[config.mk]
export PLATFORM = sky130hd
export DESIGN_NAME = lpc_tgt_bridge
export DESIGN_NICKNAME = d
export VERILOG_FILES = /design/src/rtl/lpc_tgt_pkg.sv /design/src/rtl/lpc_tgt_wbm.sv /design/src/rtl/lpc_tgt_fsm.sv /design/src/rtl/lpc_tgt_bridge.sv
export SDC_FILE = /design/constraint.sdc
export NUM_CORES = 1
export LEC_CHECK = 0
export BUFFER_PORTS_ARGS = -buffer_cell sky130_fd_sc_hd__buf_2
export CORE_MARGIN = 2
export CORE_UTILIZATION = 45
export CTS_CLUSTER_SIZE = 28
export DETAILED_ROUTE_END_ITERATION = 16
export PLACE_DENSITY_LB_ADDON = 0.12
export SLEW_MARGIN = 5
export SYNTH_ARGS = -nofsm -noshare
export SYNTH_HDL_FRONTEND = slang
export SYNTH_SLANG_ARGS = --single-unit
[constraint.sdc]
create_clock -name clk -period 3.6 [get_ports clk]
set_input_delay 0 -clock clk [delete_from_list [all_inputs] [get_ports clk]]
set_output_delay 0 -clock clk [all_outputs]
set_load 0.05 [all_outputs]
[src/rtl/lpc_tgt_pkg.sv]
package lpc_tgt_pkg;

    localparam int DATA_W = 32;

    typedef enum logic [3:0] {
        ST_IDLE,
        ST_CTYPE,
        ST_ADDR,
        ST_SIZE,
        ST_HDATA,
        ST_HTAR1,
        ST_HTAR2,
        ST_SYNC,
        ST_RDATA,
        ST_PTAR
    } lpc_state_e;

    localparam logic [3:0] NIB_GEN_START = 4'b0000;
    localparam logic [3:0] NIB_FW_RD     = 4'b1101;
    localparam logic [3:0] NIB_FW_WR     = 4'b1110;
    localparam logic [3:0] NIB_TAR       = 4'b1111;
    localparam logic [3:0] SYNC_READY    = 4'b0000;
    localparam logic [3:0] SYNC_LWAIT    = 4'b0110;
    localparam logic [3:0] SYNC_ERROR    = 4'b1010;

    localparam logic [1:0] TAG_MEM = 2'b00;
    localparam logic [1:0] TAG_IO  = 2'b01;
    localparam logic [1:0] TAG_FW  = 2'b10;

endpackage

[src/rtl/lpc_tgt_wbm.sv]
module lpc_tgt_wbm #(
    parameter int DW = 32
) (
    input  logic          clk,
    input  logic          rst_n,
    input  logic          clr_i,
    input  logic          launch_i,
    input  logic          ack_i,
    input  logic          err_i,
    input  logic [DW-1:0] dat_i,
    output logic          cyc_o,
    output logic          stb_o,
    output logic          done_o,
    output logic          err_o,
    output logic [DW-1:0] word_o
);

    logic          busy_q;
    logic          done_q;
    logic          err_q;
    logic [DW-1:0] word_q;

    always_ff @(posedge clk or negedge rst_n) begin
        if (!rst_n) begin
            busy_q <= 1'b0;
            done_q <= 1'b0;
            err_q  <= 1'b0;
            word_q <= '0;
        end else if (clr_i) begin
            busy_q <= 1'b0;
            done_q <= 1'b0;
            err_q  <= 1'b0;
        end else if (launch_i) begin
            busy_q <= 1'b1;
            done_q <= 1'b0;
            err_q  <= 1'b0;
        end else if (busy_q && (ack_i || err_i)) begin
            busy_q <= 1'b0;
            done_q <= 1'b1;
            err_q  <= err_i;
            if (!err_i) begin
                word_q <= dat_i;
            end
        end
    end

    assign cyc_o  = busy_q;
    assign stb_o  = busy_q;
    assign done_o = done_q;
    assign err_o  = err_q;
    assign word_o = word_q;

endmodule

[src/rtl/lpc_tgt_fsm.sv]
module lpc_tgt_fsm
    import lpc_tgt_pkg::*;
#(
    parameter int ADDR_W    = 32,
    parameter int IO_ADDR_W = 16
) (
    input  logic              clk,
    input  logic              rst_n,
    input  logic              frame_i,
    input  logic [3:0]        lad_i,
    input  logic              rsp_done_i,
    input  logic              rsp_err_i,
    input  logic [DATA_W-1:0] rd_word_i,
    output logic [3:0]        lad_o,
    output logic              lad_oe_o,
    output logic              launch_o,
    output logic [ADDR_W-1:0] adr_o,
    output logic [DATA_W-1:0] wdat_o,
    output logic [3:0]        sel_o,
    output logic [1:0]        tga_o,
    output logic              we_o
);

    localparam int ADDR_NIBS = ADDR_W / 4;
    localparam int IO_NIBS   = IO_ADDR_W / 4;
    localparam int MAX_BYTES = DATA_W / 8;
    localparam int DAT_NIBS  = 2 * MAX_BYTES;
    localparam int ACW       = $clog2(ADDR_NIBS + 1);
    localparam int DCW       = $clog2(DAT_NIBS);
    localparam int BCW       = $clog2(MAX_BYTES + 1);

    lpc_state_e        state_q, state_d;
    logic [ACW-1:0]    adr_left_q;
    logic [DCW-1:0]    dat_idx_q;
    logic [BCW-1:0]    nbytes_q;
    logic              is_fw_q;
    logic              is_mem_q;
    logic              we_q;
    logic [ADDR_W-1:0] adr_q;
    logic [DATA_W-1:0] wdat_q;

    logic              fw_code;
    logic              last_nib;
    logic [BCW:0]      nib_total;

    assign fw_code   = (lad_i == NIB_FW_RD) || (lad_i == NIB_FW_WR);
    assign nib_total = {nbytes_q, 1'b0};
    assign last_nib  = ((BCW+1)'(dat_idx_q) + (BCW+1)'(1)) == nib_total;

    // state register
    always_ff @(posedge clk or negedge rst_n) begin
        if (!rst_n) begin
            state_q <= ST_IDLE;
        end else begin
            state_q <= state_d;
        end
    end

    // next state
    always_comb begin
        state_d = state_q;
        if (frame_i) begin
            if (lad_i == NIB_GEN_START) begin
                state_d = ST_CTYPE;
            end else if (fw_code) begin
                state_d = ST_ADDR;
            end else begin
                state_d = ST_IDLE;
            end
        end else begin
            unique case (state_q)
                ST_IDLE:  state_d = ST_IDLE;
                ST_CTYPE: state_d = ST_ADDR;
                ST_ADDR: begin
                    if (adr_left_q == ACW'(1)) begin
                        if (is_fw_q)   state_d = ST_SIZE;
                        else if (we_q) state_d = ST_HDATA;
                        else           state_d = ST_HTAR1;
                    end
                end
                ST_SIZE:  state_d = we_q ? ST_HDATA : ST_HTAR1;
                ST_HDATA: if (last_nib) state_d = ST_HTAR1;
                ST_HTAR1: state_d = ST_HTAR2;
                ST_HTAR2: state_d = ST_SYNC;
                ST_SYNC: begin
                    if (rsp_done_i) begin
                        state_d = (rsp_err_i || we_q) ? ST_PTAR : ST_RDATA;
                    end
                end
                ST_RDATA: begin
                    if (dat_idx_q[0]) begin
                        state_d = last_nib ? ST_PTAR : ST_SYNC;
                    end
                end
                ST_PTAR:  state_d = ST_IDLE;
                default:  state_d = ST_IDLE;
            endcase
        end
    end

    // collected fields
    always_ff @(posedge clk or negedge rst_n) begin
        if (!rst_n) begin
            adr_left_q <= '0;
            dat_idx_q  <= '0;
            nbytes_q   <= BCW'(1);
            is_fw_q    <= 1'b0;
            is_mem_q   <= 1'b0;
            we_q       <= 1'b0;
            adr_q      <= '0;
            wdat_q     <= '0;
        end else if (frame_i) begin
            adr_left_q <= ACW'(ADDR_NIBS);
            dat_idx_q  <= '0;
            nbytes_q   <= BCW'(1);
            is_fw_q    <= fw_code;
            is_mem_q   <= 1'b0;
            we_q       <= (lad_i == NIB_FW_WR);
            adr_q      <= '0;
            wdat_q     <= '0;
        end else begin
            case (state_q)
                ST_CTYPE: begin
                    is_mem_q   <= lad_i[2];
                    we_q       <= lad_i[1];
                    adr_left_q <= lad_i[2] ? ACW'(ADDR_NIBS) : ACW'(IO_NIBS);
                end
                ST_ADDR: begin
                    adr_q      <= {adr_q[ADDR_W-5:0], lad_i};
                    adr_left_q <= adr_left_q - ACW'(1);
                end
                ST_SIZE: begin
                    if (lad_i == 4'd1)      nbytes_q <= BCW'(2);
                    else if (lad_i == 4'd2) nbytes_q <= BCW'(4);
                    else                    nbytes_q <= BCW'(1);
                end
                ST_HDATA: begin
                    wdat_q[{dat_idx_q, 2'b00} +: 4] <= lad_i;
                    dat_idx_q <= last_nib ? '0 : dat_idx_q + DCW'(1);
                end
                ST_RDATA: begin
                    dat_idx_q <= dat_idx_q + DCW'(1);
                end
                default: ;
            endcase
        end
    end

    // outputs
    always_comb begin
        lad_oe_o = 1'b0;
        lad_o    = NIB_TAR;
        unique case (state_q)
            ST_SYNC: begin
                lad_oe_o = 1'b1;
                if (!rsp_done_i)    lad_o = SYNC_LWAIT;
                else if (rsp_err_i) lad_o = SYNC_ERROR;
                else                lad_o = SYNC_READY;
            end
            ST_RDATA: begin
                lad_oe_o = 1'b1;
                lad_o    = rd_word_i[{dat_idx_q, 2'b00} +: 4];
            end
            ST_PTAR: begin
                lad_oe_o = 1'b1;
                lad_o    = NIB_TAR;
            end
            default: ;
        endcase
    end

    assign launch_o = (state_d == ST_HTAR1) && (state_q != ST_HTAR1);
    assign adr_o    = adr_q;
    assign wdat_o   = wdat_q;
    assign sel_o    = ~(4'b1111 << nbytes_q);
    assign tga_o    = is_fw_q ? TAG_FW : (is_mem_q ? TAG_MEM : TAG_IO);
    assign we_o     = we_q;

endmodule

[src/rtl/lpc_tgt_bridge.sv]
module lpc_tgt_bridge
    import lpc_tgt_pkg::*;
#(
    parameter int ADDR_W    = 32,
    parameter int IO_ADDR_W = 16
) (
    input  logic              clk,
    input  logic              rst_n,
    input  logic              frame_i,
    input  logic [3:0]        lad_i,
    output logic [3:0]        lad_o,
    output logic              lad_oe_o,
    output logic [ADDR_W-1:0] wb_adr_o,
    output logic [DATA_W-1:0] wb_dat_o,
    input  logic [DATA_W-1:0] wb_dat_i,
    output logic [3:0]        wb_sel_o,
    output logic [1:0]        wb_tga_o,
    output logic              wb_we_o,
    output logic              wb_cyc_o,
    output logic              wb_stb_o,
    input  logic              wb_ack_i,
    input  logic              wb_err_i
);

    logic              launch;
    logic              rsp_done;
    logic              rsp_err;
    logic [DATA_W-1:0] rd_word;

    lpc_tgt_fsm #(
        .ADDR_W    (ADDR_W),
        .IO_ADDR_W (IO_ADDR_W)
    ) u_fsm (
        .clk        (clk),
        .rst_n      (rst_n),
        .frame_i    (frame_i),
        .lad_i      (lad_i),
        .rsp_done_i (rsp_done),
        .rsp_err_i  (rsp_err),
        .rd_word_i  (rd_word),
        .lad_o      (lad_o),
        .lad_oe_o   (lad_oe_o),
        .launch_o   (launch),
        .adr_o      (wb_adr_o),
        .wdat_o     (wb_dat_o),
        .sel_o      (wb_sel_o),
        .tga_o      (wb_tga_o),
        .we_o       (wb_we_o)
    );

    lpc_tgt_wbm #(
        .DW (DATA_W)
    ) u_wbm (
        .clk      (clk),
        .rst_n    (rst_n),
        .clr_i    (frame_i),
        .launch_i (launch),
        .ack_i    (wb_ack_i),
        .err_i    (wb_err_i),
        .dat_i    (wb_dat_i),
        .cyc_o    (wb_cyc_o),
        .stb_o    (wb_stb_o),
        .done_o   (rsp_done),
        .err_o    (rsp_err),
        .word_o   (rd_word)
    );

endmodule

==> metrics.txt, run 1 <==
# TYPE chip_impl_metric gauge
chip_impl_info{name="run_status",value="complete, no violations"} 1
chip_impl_metric{name="max_slew.worst_pin.slew",unit="ps"} 931
chip_impl_metric{name="worstPathArrival",unit="ps"} 3470
chip_impl_metric{name="top_level_ports",unit=""} 119
chip_impl_metric{name="ys_async_sr_fraction",unit=""} 1.00
chip_impl_metric{name="final_cell_count_no_fill",unit=""} 847
chip_impl_metric{name="mappedNetlistArea",unit="sq um"} 5620
chip_impl_metric{name="yosysUniqueCellTypes",unit=""} 63
chip_impl_metric{name="critical_path_peak_fanout",unit=""} 24
chip_impl_metric{name="finish.utilization",unit=""} 0.605
chip_impl_metric{name="area.growth.synth_to_final",unit="%"} 30.4
chip_impl_info{name="worst_hold_path_type",value="input port to async pin"} 1
chip_impl_metric{name="routedWlPerCell",unit="um"} 15.9
chip_impl_metric{name="placement.io_buffers",unit=""} 118
chip_impl_metric{name="placed_inst_area",unit="sq um"} 6320
chip_impl_metric{name="gpl.final_weighted_congestion",unit=""} 0.824
chip_impl_info{name="mostFrequentLayoutCell",value="sky130_fd_sc_hd__buf_2"} 1
chip_impl_metric{name="htreeDepth",unit=""} 4
chip_impl_metric{name="post_cts_hold_buffer_count",unit=""} 40
chip_impl_metric{name="core_region",unit="sq um"} 12100
chip_impl_metric{name="r2r_cells",unit=""} 9
chip_impl_metric{name="die_width",unit="um"} 116
chip_impl_metric{name="avgViaCountPerCell",unit=""} 5.17
chip_impl_metric{name="grt_pass1_vias",unit=""} 4339
chip_impl_metric{name="worst_slack",unit="ps"} 416
chip_impl_info{name="grt_setup_unrepaired",value="no"} 1
chip_impl_metric{name="diodes",unit=""} 0
chip_impl_metric{name="postLayoutCellArea",unit="sq um"} 7330
chip_impl_metric{name="die_h",unit="um"} 116
chip_impl_metric{name="timing.max_slew.rel_slack",unit=""} 0.371
chip_impl_metric{name="core.rowCount",unit=""} 40
chip_impl_metric{name="layout_min_cycle_time",unit="ps"} 3180
chip_impl_metric{name="fin_worst_skew",unit="ps"} 8.24
chip_impl_metric{name="clock_sinks",unit=""} 116
chip_impl_metric{name="via_count",unit=""} 4383
chip_impl_metric{name="req_time_crit_path",unit="ps"} 3890
chip_impl_metric{name="nFillCells",unit=""} 1058
chip_impl_info{name="postSynth.topFlopCell",value="sky130_fd_sc_hd__dfrtp_1"} 1
chip_impl_metric{name="post-dp-hpwl",unit="um"} 9120
chip_impl_metric{name="synth.yosys.warnings",unit=""} 0
chip_impl_metric{name="synth_enable_flop_cells",unit=""} 0
chip_impl_info{name="critical_path.cell_chain",value="inv_2 > ha_1 > xor2_1 > or3b_1 > a21oi_2 > o211ai_1 > o21ai_4 > buf_12 > mux2_1"} 1
chip_impl_metric{name="post_route_cells_drive_above_1_share",unit=""} 0.299
chip_impl_metric{name="first_pass_iteration_count_of_the_detailed_router",unit=""} 4
chip_impl_metric{name="syn-mean-instance-area",unit="sq um"} 10.9
chip_impl_metric{name="mappedNetlistNets",unit=""} 564
chip_impl_metric{name="die_area",unit="sq um"} 13400
chip_impl_metric{name="reg2reg_slack",unit="ps"} 420
chip_impl_info{name="clock-root-buffer",value="sky130_fd_sc_hd__clkbuf_16"} 1
chip_impl_info{name="final_cell_mix",value="117 x sky130_fd_sc_hd__buf_2, 115 x sky130_fd_sc_hd__dfrtp_1, 83 x sky130_fd_sc_hd__nand2_1, 44 x sky130_fd_sc_hd__a21oi_1, 40 x sky130_fd_sc_hd__dlygate4sd3_1"} 1
chip_impl_metric{name="setup_total_negative_slack",unit="ps"} 0
chip_impl_metric{name="cts_setup_buffers",unit=""} 0
chip_impl_metric{name="gr-usage-all-layers",unit=""} 0.211
chip_impl_metric{name="numCtsBuffers",unit=""} 17
chip_impl_metric{name="synthesis.instances",unit=""} 518
chip_impl_metric{name="place_ws",unit="ps"} 417
chip_impl_metric{name="post-place-cells",unit=""} 775
chip_impl_metric{name="p_leak",unit="nW"} 3.58
chip_impl_metric{name="floorplan.initialDensity",unit=""} 0.464
chip_impl_metric{name="synth_seq_area_share",unit=""} 0.517
chip_impl_metric{name="area_share_of_the_largest_cell_type_after_synthesis",unit=""} 0.512
chip_impl_metric{name="cts_resized",unit=""} 0
chip_impl_metric{name="power.density",unit="nW/um^2"} 449
chip_impl_metric{name="grt_antenna_before_repair",unit=""} 0
chip_impl_info{name="worst_setup_path_start_kind",value="register"} 1
chip_impl_info{name="timing.critical_path.slowest_stage_cell",value="sky130_fd_sc_hd__dfrtp_1"} 1
chip_impl_metric{name="antenna_violating_nets_post_route",unit=""} 0
chip_impl_metric{name="fin_nets",unit=""} 712
chip_impl_metric{name="count_of_final_setup_violators",unit=""} 0
chip_impl_info{name="netlist_top_cells_area",value="sky130_fd_sc_hd__dfrtp_1 51%, sky130_fd_sc_hd__nand2_1 5.5%, sky130_fd_sc_hd__mux2_1 4.4%"} 1
chip_impl_metric{name="clk_path_buf_depth",unit=""} 2
chip_impl_metric{name="count_of_unresolved_drc_violations_after_routing",unit=""} 0
chip_impl_metric{name="report.final.hold_viol_count",unit=""} 0
chip_impl_metric{name="clk_pin_slew_worst_setup_hold_paths",unit="ps"} 50
chip_impl_metric{name="grt_pass1_wl",unit="um"} 21500
chip_impl_info{name="rr_endpoint",value="u_wbm.word_o[15]"} 1
chip_impl_metric{name="max_stage_delay",unit="ps"} 590
chip_impl_metric{name="detail_route.wirelength",unit="um"} 13500
chip_impl_metric{name="detailedRoute.firstIterationViolations",unit=""} 217
chip_impl_metric{name="clock_latency",unit="ps"} 420
chip_impl_metric{name="max_clock_freq",unit="GHz"} 0.314
chip_impl_info{name="critical_path.reg2reg.startpoint",value="u_fsm.dat_idx_q[0]"} 1
chip_impl_info{name="tritoncts",value="built"} 1
chip_impl_metric{name="synth.ff_latch_count",unit=""} 116
chip_impl_info{name="synth_top_area_cell",value="sky130_fd_sc_hd__dfrtp_1"} 1
chip_impl_metric{name="grt_max_degree",unit=""} 57
chip_impl_metric{name="globalRouteOverflowTotal",unit=""} 0
chip_impl_metric{name="total_power_of_the_final_layout",unit="mW"} 3.29
chip_impl_metric{name="peakVddDrop",unit="uV"} 409
chip_impl_metric{name="finalMaxSlewViolations",unit=""} 0
chip_impl_metric{name="maxCapViolCount",unit=""} 0
chip_impl_info{name="critical_path.endpoint_type",value="register"} 1
chip_impl_info{name="timing.setup.critical_path_class",value="register to register"} 1
chip_impl_metric{name="hold_slack",unit="ps"} 182
chip_impl_metric{name="layout_worst_path_cycle_share",unit=""} 0.885
[cells by family (layout without fill, tap and decap cells)]
| group | after synthesis | in the layout | share of synthesized area |
|---|---|---|---|
| flops | 116 | 116 | 0.517 |
| buf+inv | 49 | 210 | 0.0410 |
| compound gates | 88 | 88 | 0.0986 |
| xor+xnor | 6 | 6 | 0.00935 |
| mux | 76 | 76 | 0.170 |
| fa+ha+maj | 5 | 5 | 0.0111 |
| simple gates | 178 | 178 | 0.154 |
[how the worst max path moves through the flow]
stage | slack [ps] | cells after the start | from | endpoint
5_1_grt | 240 | 9 | u_fsm.dat_idx_q[0] | u_wbm.word_o[3]
3_5_place_dp | 420 | 9 | u_fsm.dat_idx_q[0] | u_wbm.word_o[15]
6_report | 420 | 9 | u_fsm.dat_idx_q[0] | u_wbm.word_o[15]
4_1_cts | 400 | 9 | u_fsm.dat_idx_q[0] | u_wbm.word_o[15]
2_1_floorplan | 820 | 11 | u_fsm.dat_idx_q[0] | u_wbm.word_o[21]
3_3_place_gp | 530 | 9 | u_fsm.dat_idx_q[0] | u_wbm.word_o[2]
[cell usage after synthesis (9+ instances only)]
| library cell | instances |
|---|---|
| sky130_fd_sc_hd__dfrtp_1 | 115 |
| sky130_fd_sc_hd__nand2_1 | 83 |
| sky130_fd_sc_hd__a21oi_1 | 44 |
| sky130_fd_sc_hd__nor2_1 | 39 |
| sky130_fd_sc_hd__mux2i_1 | 24 |
| sky130_fd_sc_hd__clkbuf_1 | 23 |
| sky130_fd_sc_hd__mux2_1 | 22 |
| sky130_fd_sc_hd__mux2_2 | 12 |
| sky130_fd_sc_hd__nor2b_1 | 11 |
| sky130_fd_sc_hd__o21ai_0 | 11 |
| sky130_fd_sc_hd__mux2_4 | 10 |
| sky130_fd_sc_hd__nand3_1 | 9 |
| sky130_fd_sc_hd__nor3_1 | 9 |
[per-layer routing]
metal  wire (um)  vias up  GRT usage  share of wire
met4         139        0     0.0675          0.010
met3         699       13     0.0711          0.052
met5           0        -          0              0
met1        5810     2165      0.257           0.43
li1            -     2101          -              -
met2        6850      104      0.356           0.51
[registers in the layout, indices dropped and copies added (netlist names)]
register / flops
u_wbm.word_o: 32
u_wbm.cyc_o: 1
u_fsm.nbytes_q: 3
u_fsm.we_o: 1
u_wbm.err_o: 1
u_fsm.is_fw_q: 1
u_fsm.adr_left_q: 4
u_fsm.dat_idx_q: 3
u_fsm.adr_o: 32
u_fsm.is_mem_q: 1
u_fsm.state_q: 4
u_wbm.done_o: 1
u_fsm.wdat_o: 32
[layout make-up]
cell class                      instances  area [sq um]  area share
Multi-Input combinational cell        353          2490       0.339
Timing Repair Buffer                  168          1080       0.147
Clock inverter                          9           125      0.0171
Clock buffer                           23           488      0.0665
Tap cell                              168           210      0.0287
Sequential cell                       116          2900       0.396
Inverter                               10          37.5     0.00512
[worst max-delay path, delay by kind of cell (launching register included)]
| kind | cells | cell delay [ps] |
|---|---|---|
| simple gates | 1 | 380 |
| compound gates | 3 | 750 |
| buf+inv | 2 | 320 |
| xor+xnor | 1 | 230 |
| fa+ha+maj | 1 | 420 |
| mux | 1 | 350 |
| flops | 1 | 590 |
[report_power, final]
part           internal, mW  switching (mW)
Sequential             1.32          0.0135
Clock                  1.15           0.570
Combinational        0.0819           0.150
Total                  2.56           0.734
No activity file was read; power rests on OpenSTA's default activity.
==> run 2, diff against run 1 <==
Clock period 3.6 ns to 3.65 ns, I/O delays scaled along.
==> run 2 against run 1 <==
Net effect: sequential share of layout area is essentially flat; clock skew shrank 1.1 ps; first-iteration DRC count increased by 42%; design area about the same; flip-flop and latch count is the same; worst setup slack better by 52 ps; total power is 1.2% higher; global-route usage rose by 0.22 points; via count up 0.73%; cell count down 0.24%; die area unchanged; critical path depth stayed put; largest power group unchanged; highest routed layer unchanged.
==> metrics.txt, run 2 (synthesis results as in run 1) <==
# TYPE chip_impl_metric gauge
chip_impl_info{name="run_status",value="complete, no violations"} 1
chip_impl_metric{name="area.growth.synth_to_final",unit="%"} 30.4
chip_impl_info{name="hold_startpoint",value="frame_i"} 1
chip_impl_metric{name="first_pass_iteration_count_of_the_detailed_router",unit=""} 4
chip_impl_metric{name="count_of_unresolved_drc_violations_after_routing",unit=""} 0
chip_impl_metric{name="max_slew.worst_pin.slew",unit="ps"} 883
chip_impl_metric{name="nFillCells",unit=""} 1057
chip_impl_metric{name="detailedRoute.firstIterationViolations",unit=""} 309
chip_impl_metric{name="via_count",unit=""} 4415
chip_impl_info{name="mostFrequentLayoutCell",value="sky130_fd_sc_hd__buf_2"} 1
chip_impl_metric{name="place_ws",unit="ps"} 475
chip_impl_info{name="worst_hold_path_type",value="input port to register"} 1
chip_impl_metric{name="grt_antenna_before_repair",unit=""} 0
chip_impl_metric{name="floorplan.initialDensity",unit=""} 0.464
chip_impl_metric{name="fin_worst_skew",unit="ps"} 7.10
chip_impl_metric{name="seqPwrFrac",unit=""} 0.396
chip_impl_metric{name="worstPathArrival",unit="ps"} 3470
chip_impl_info{name="clock-root-buffer",value="sky130_fd_sc_hd__clkbuf_16"} 1
chip_impl_metric{name="core.rowCount",unit=""} 40
chip_impl_metric{name="core_region",unit="sq um"} 12100
chip_impl_metric{name="total_power_of_the_final_layout",unit="mW"} 3.33
chip_impl_metric{name="post-place-cells",unit=""} 773
chip_impl_info{name="timing.critical_path.slowest_stage_cell",value="sky130_fd_sc_hd__dfrtp_1"} 1
chip_impl_metric{name="clock_latency",unit="ps"} 410
chip_impl_metric{name="p_comb_frac",unit=""} 0.069
chip_impl_info{name="critical_path.endpoint_type",value="register"} 1
chip_impl_metric{name="critical_path_peak_fanout",unit=""} 20
chip_impl_metric{name="die_width",unit="um"} 116
chip_impl_metric{name="netSwitchingPower",unit="mW"} 0.736
chip_impl_metric{name="avgViaCountPerCell",unit=""} 5.22
chip_impl_metric{name="max_clock_freq",unit="GHz"} 0.314
chip_impl_metric{name="fin_nets",unit=""} 710
chip_impl_metric{name="post_route_cells_drive_above_1_share",unit=""} 0.297
chip_impl_info{name="timing.setup.critical_path_class",value="register to register"} 1
chip_impl_metric{name="finish.utilization",unit=""} 0.605
chip_impl_metric{name="final_cell_count_no_fill",unit=""} 845
chip_impl_metric{name="worst_slack",unit="ps"} 468
chip_impl_metric{name="req_time_crit_path",unit="ps"} 3940
chip_impl_metric{name="internal_power",unit="mW"} 2.60
chip_impl_info{name="timing.hold.worst_endpoint",value="u_fsm.dat_idx_q[0]"} 1
chip_impl_metric{name="hold_slack",unit="ps"} 44.8
chip_impl_metric{name="antenna_violating_nets_post_route",unit=""} 0
chip_impl_metric{name="finalMaxSlewViolations",unit=""} 0
chip_impl_metric{name="timing.max_slew.rel_slack",unit=""} 0.403
chip_impl_metric{name="max_stage_delay",unit="ps"} 690
chip_impl_metric{name="routedWlPerCell",unit="um"} 16.3
chip_impl_info{name="critical_path.cell_chain",value="inv_1 > ha_1 > xor2_1 > or3b_1 > a21oi_2 > o211ai_1 > o21ai_4 > buf_4 > mux2_1"} 1
chip_impl_metric{name="numCtsBuffers",unit=""} 17
chip_impl_metric{name="regArea",unit="sq um"} 2900
chip_impl_metric{name="maxCapViolCount",unit=""} 0
chip_impl_metric{name="power.density",unit="nW/um^2"} 455
chip_impl_metric{name="grt_pass1_vias",unit=""} 4392
chip_impl_metric{name="gpl.final_weighted_congestion",unit=""} 0.811
chip_impl_metric{name="clock_sinks",unit=""} 116
chip_impl_metric{name="placement.io_buffers",unit=""} 118
chip_impl_metric{name="clk_pin_slew_worst_setup_hold_paths",unit="ps"} 50
chip_impl_metric{name="die_h",unit="um"} 116
chip_impl_metric{name="worst_hold_path.num_cells",unit=""} 2
chip_impl_metric{name="r2r_cells",unit=""} 9
chip_impl_metric{name="netSwitchingFraction",unit=""} 0.221
chip_impl_metric{name="clock_power_share",unit=""} 0.535
chip_impl_metric{name="p_leak",unit="nW"} 3.58
chip_impl_metric{name="die_area",unit="sq um"} 13400
chip_impl_metric{name="setup_total_negative_slack",unit="ps"} 0
chip_impl_metric{name="layout_worst_path_cycle_share",unit=""} 0.872
chip_impl_metric{name="layout_min_cycle_time",unit="ps"} 3180
chip_impl_metric{name="peakVddDrop",unit="uV"} 283
chip_impl_info{name="grt_setup_unrepaired",value="no"} 1
chip_impl_metric{name="placed_inst_area",unit="sq um"} 6290
chip_impl_metric{name="globalRouteOverflowTotal",unit=""} 0
chip_impl_metric{name="cts_resized",unit=""} 0
chip_impl_info{name="rr_endpoint",value="u_wbm.word_o[0]"} 1
chip_impl_metric{name="grt_pass1_wl",unit="um"} 22100
chip_impl_metric{name="post-dp-hpwl",unit="um"} 9020
chip_impl_metric{name="multi_input_area",unit="sq um"} 2490
chip_impl_metric{name="count_of_final_setup_violators",unit=""} 0
chip_impl_metric{name="gr-usage-all-layers",unit=""} 0.213
chip_impl_metric{name="top_level_ports",unit=""} 119
chip_impl_metric{name="report.final.hold_viol_count",unit=""} 0
chip_impl_info{name="critical_path.reg2reg.startpoint",value="u_fsm.dat_idx_q[1]"} 1
chip_impl_metric{name="grt_max_degree",unit=""} 59
chip_impl_info{name="tritoncts",value="built"} 1
chip_impl_info{name="final_cell_mix",value="117 x sky130_fd_sc_hd__buf_2, 115 x sky130_fd_sc_hd__dfrtp_1, 83 x sky130_fd_sc_hd__nand2_1, 44 x sky130_fd_sc_hd__a21oi_1, 40 x sky130_fd_sc_hd__dlygate4sd3_1"} 1
chip_impl_metric{name="clk_path_buf_depth",unit=""} 2
chip_impl_metric{name="htreeDepth",unit=""} 4
chip_impl_metric{name="postLayoutCellArea",unit="sq um"} 7330
chip_impl_metric{name="reg2reg_slack",unit="ps"} 470
chip_impl_info{name="worst_setup_path_start_kind",value="register"} 1
chip_impl_metric{name="detail_route.wirelength",unit="um"} 13800
chip_impl_metric{name="diodes",unit=""} 0
run 2: changes by cell type in the layout (fill, tap and decap cells not counted), sizes merged:
cell	previous run	this run
clkinv	5	6
buf	128	126
clkinvlp	2	0
bufinv	3	4
run 2: layout make-up:
cell class	instances	area share
clock buffers	23	0.0666
multi-input cells	353	0.339
well taps	168	0.0287
clock inverters	9	0.0203
repair buffers	166	0.144
inverters	10	0.00512
flip-flops and latches	116	0.396
run 2: power by group through the flow:
stage	Sequential [mW]	Clock (mW)	Combinational (mW)
after floorplan	1.38	0	0.0706
after global placement	1.34	0	0.198
after detailed placement	1.34	0	0.201
after CTS	1.32	1.81	0.233
after global routing	1.32	1.87	0.250
final	1.32	1.78	0.231
run 2: critical path, delay by kind of cell, from the launching register on:
family                     cells  cell delay, ps
and+or+nand+nor                1             390
buffers and inverters          2             440
AOI/OAI and AO/OA              3             510
DFF                            1             690
xor gates and xnor gates       1             240
muxes                          1             360
adders and majority gates      1             420
run 2: worst max path at each step:
stage,startpoint,end,slack (ps),cells past startpoint
6_report,u_fsm.dat_idx_q[1],u_wbm.word_o[0],470,9
5_1_grt,u_fsm.dat_idx_q[1],u_wbm.word_o[1],280,9
4_1_cts,u_fsm.dat_idx_q[1],u_wbm.word_o[0],470,9
3_5_place_dp,u_fsm.dat_idx_q[1],u_wbm.word_o[0],470,9
3_3_place_gp,u_fsm.dat_idx_q[1],u_wbm.word_o[2],590,9
2_1_floorplan,u_fsm.dat_idx_q[0],u_wbm.word_o[21],870,11
run 2: routing by layer:
metal	share of wire	up-vias	track usage	routed length (um)
met4	0.017	0	0.0675	231
li1	-	2104	-	-
met1	0.44	2183	0.283	6070
met2	0.50	107	0.347	6810
met3	0.046	21	0.0549	630
met5	0	-	0	0
run 2: timing repair:
| item | in CTS | in global routing |
|---|---|---|
| hold buffers | 40 | 0 |
| hold endpoints to repair | 68 | 0 |
| setup buffers | 0 | 0 |
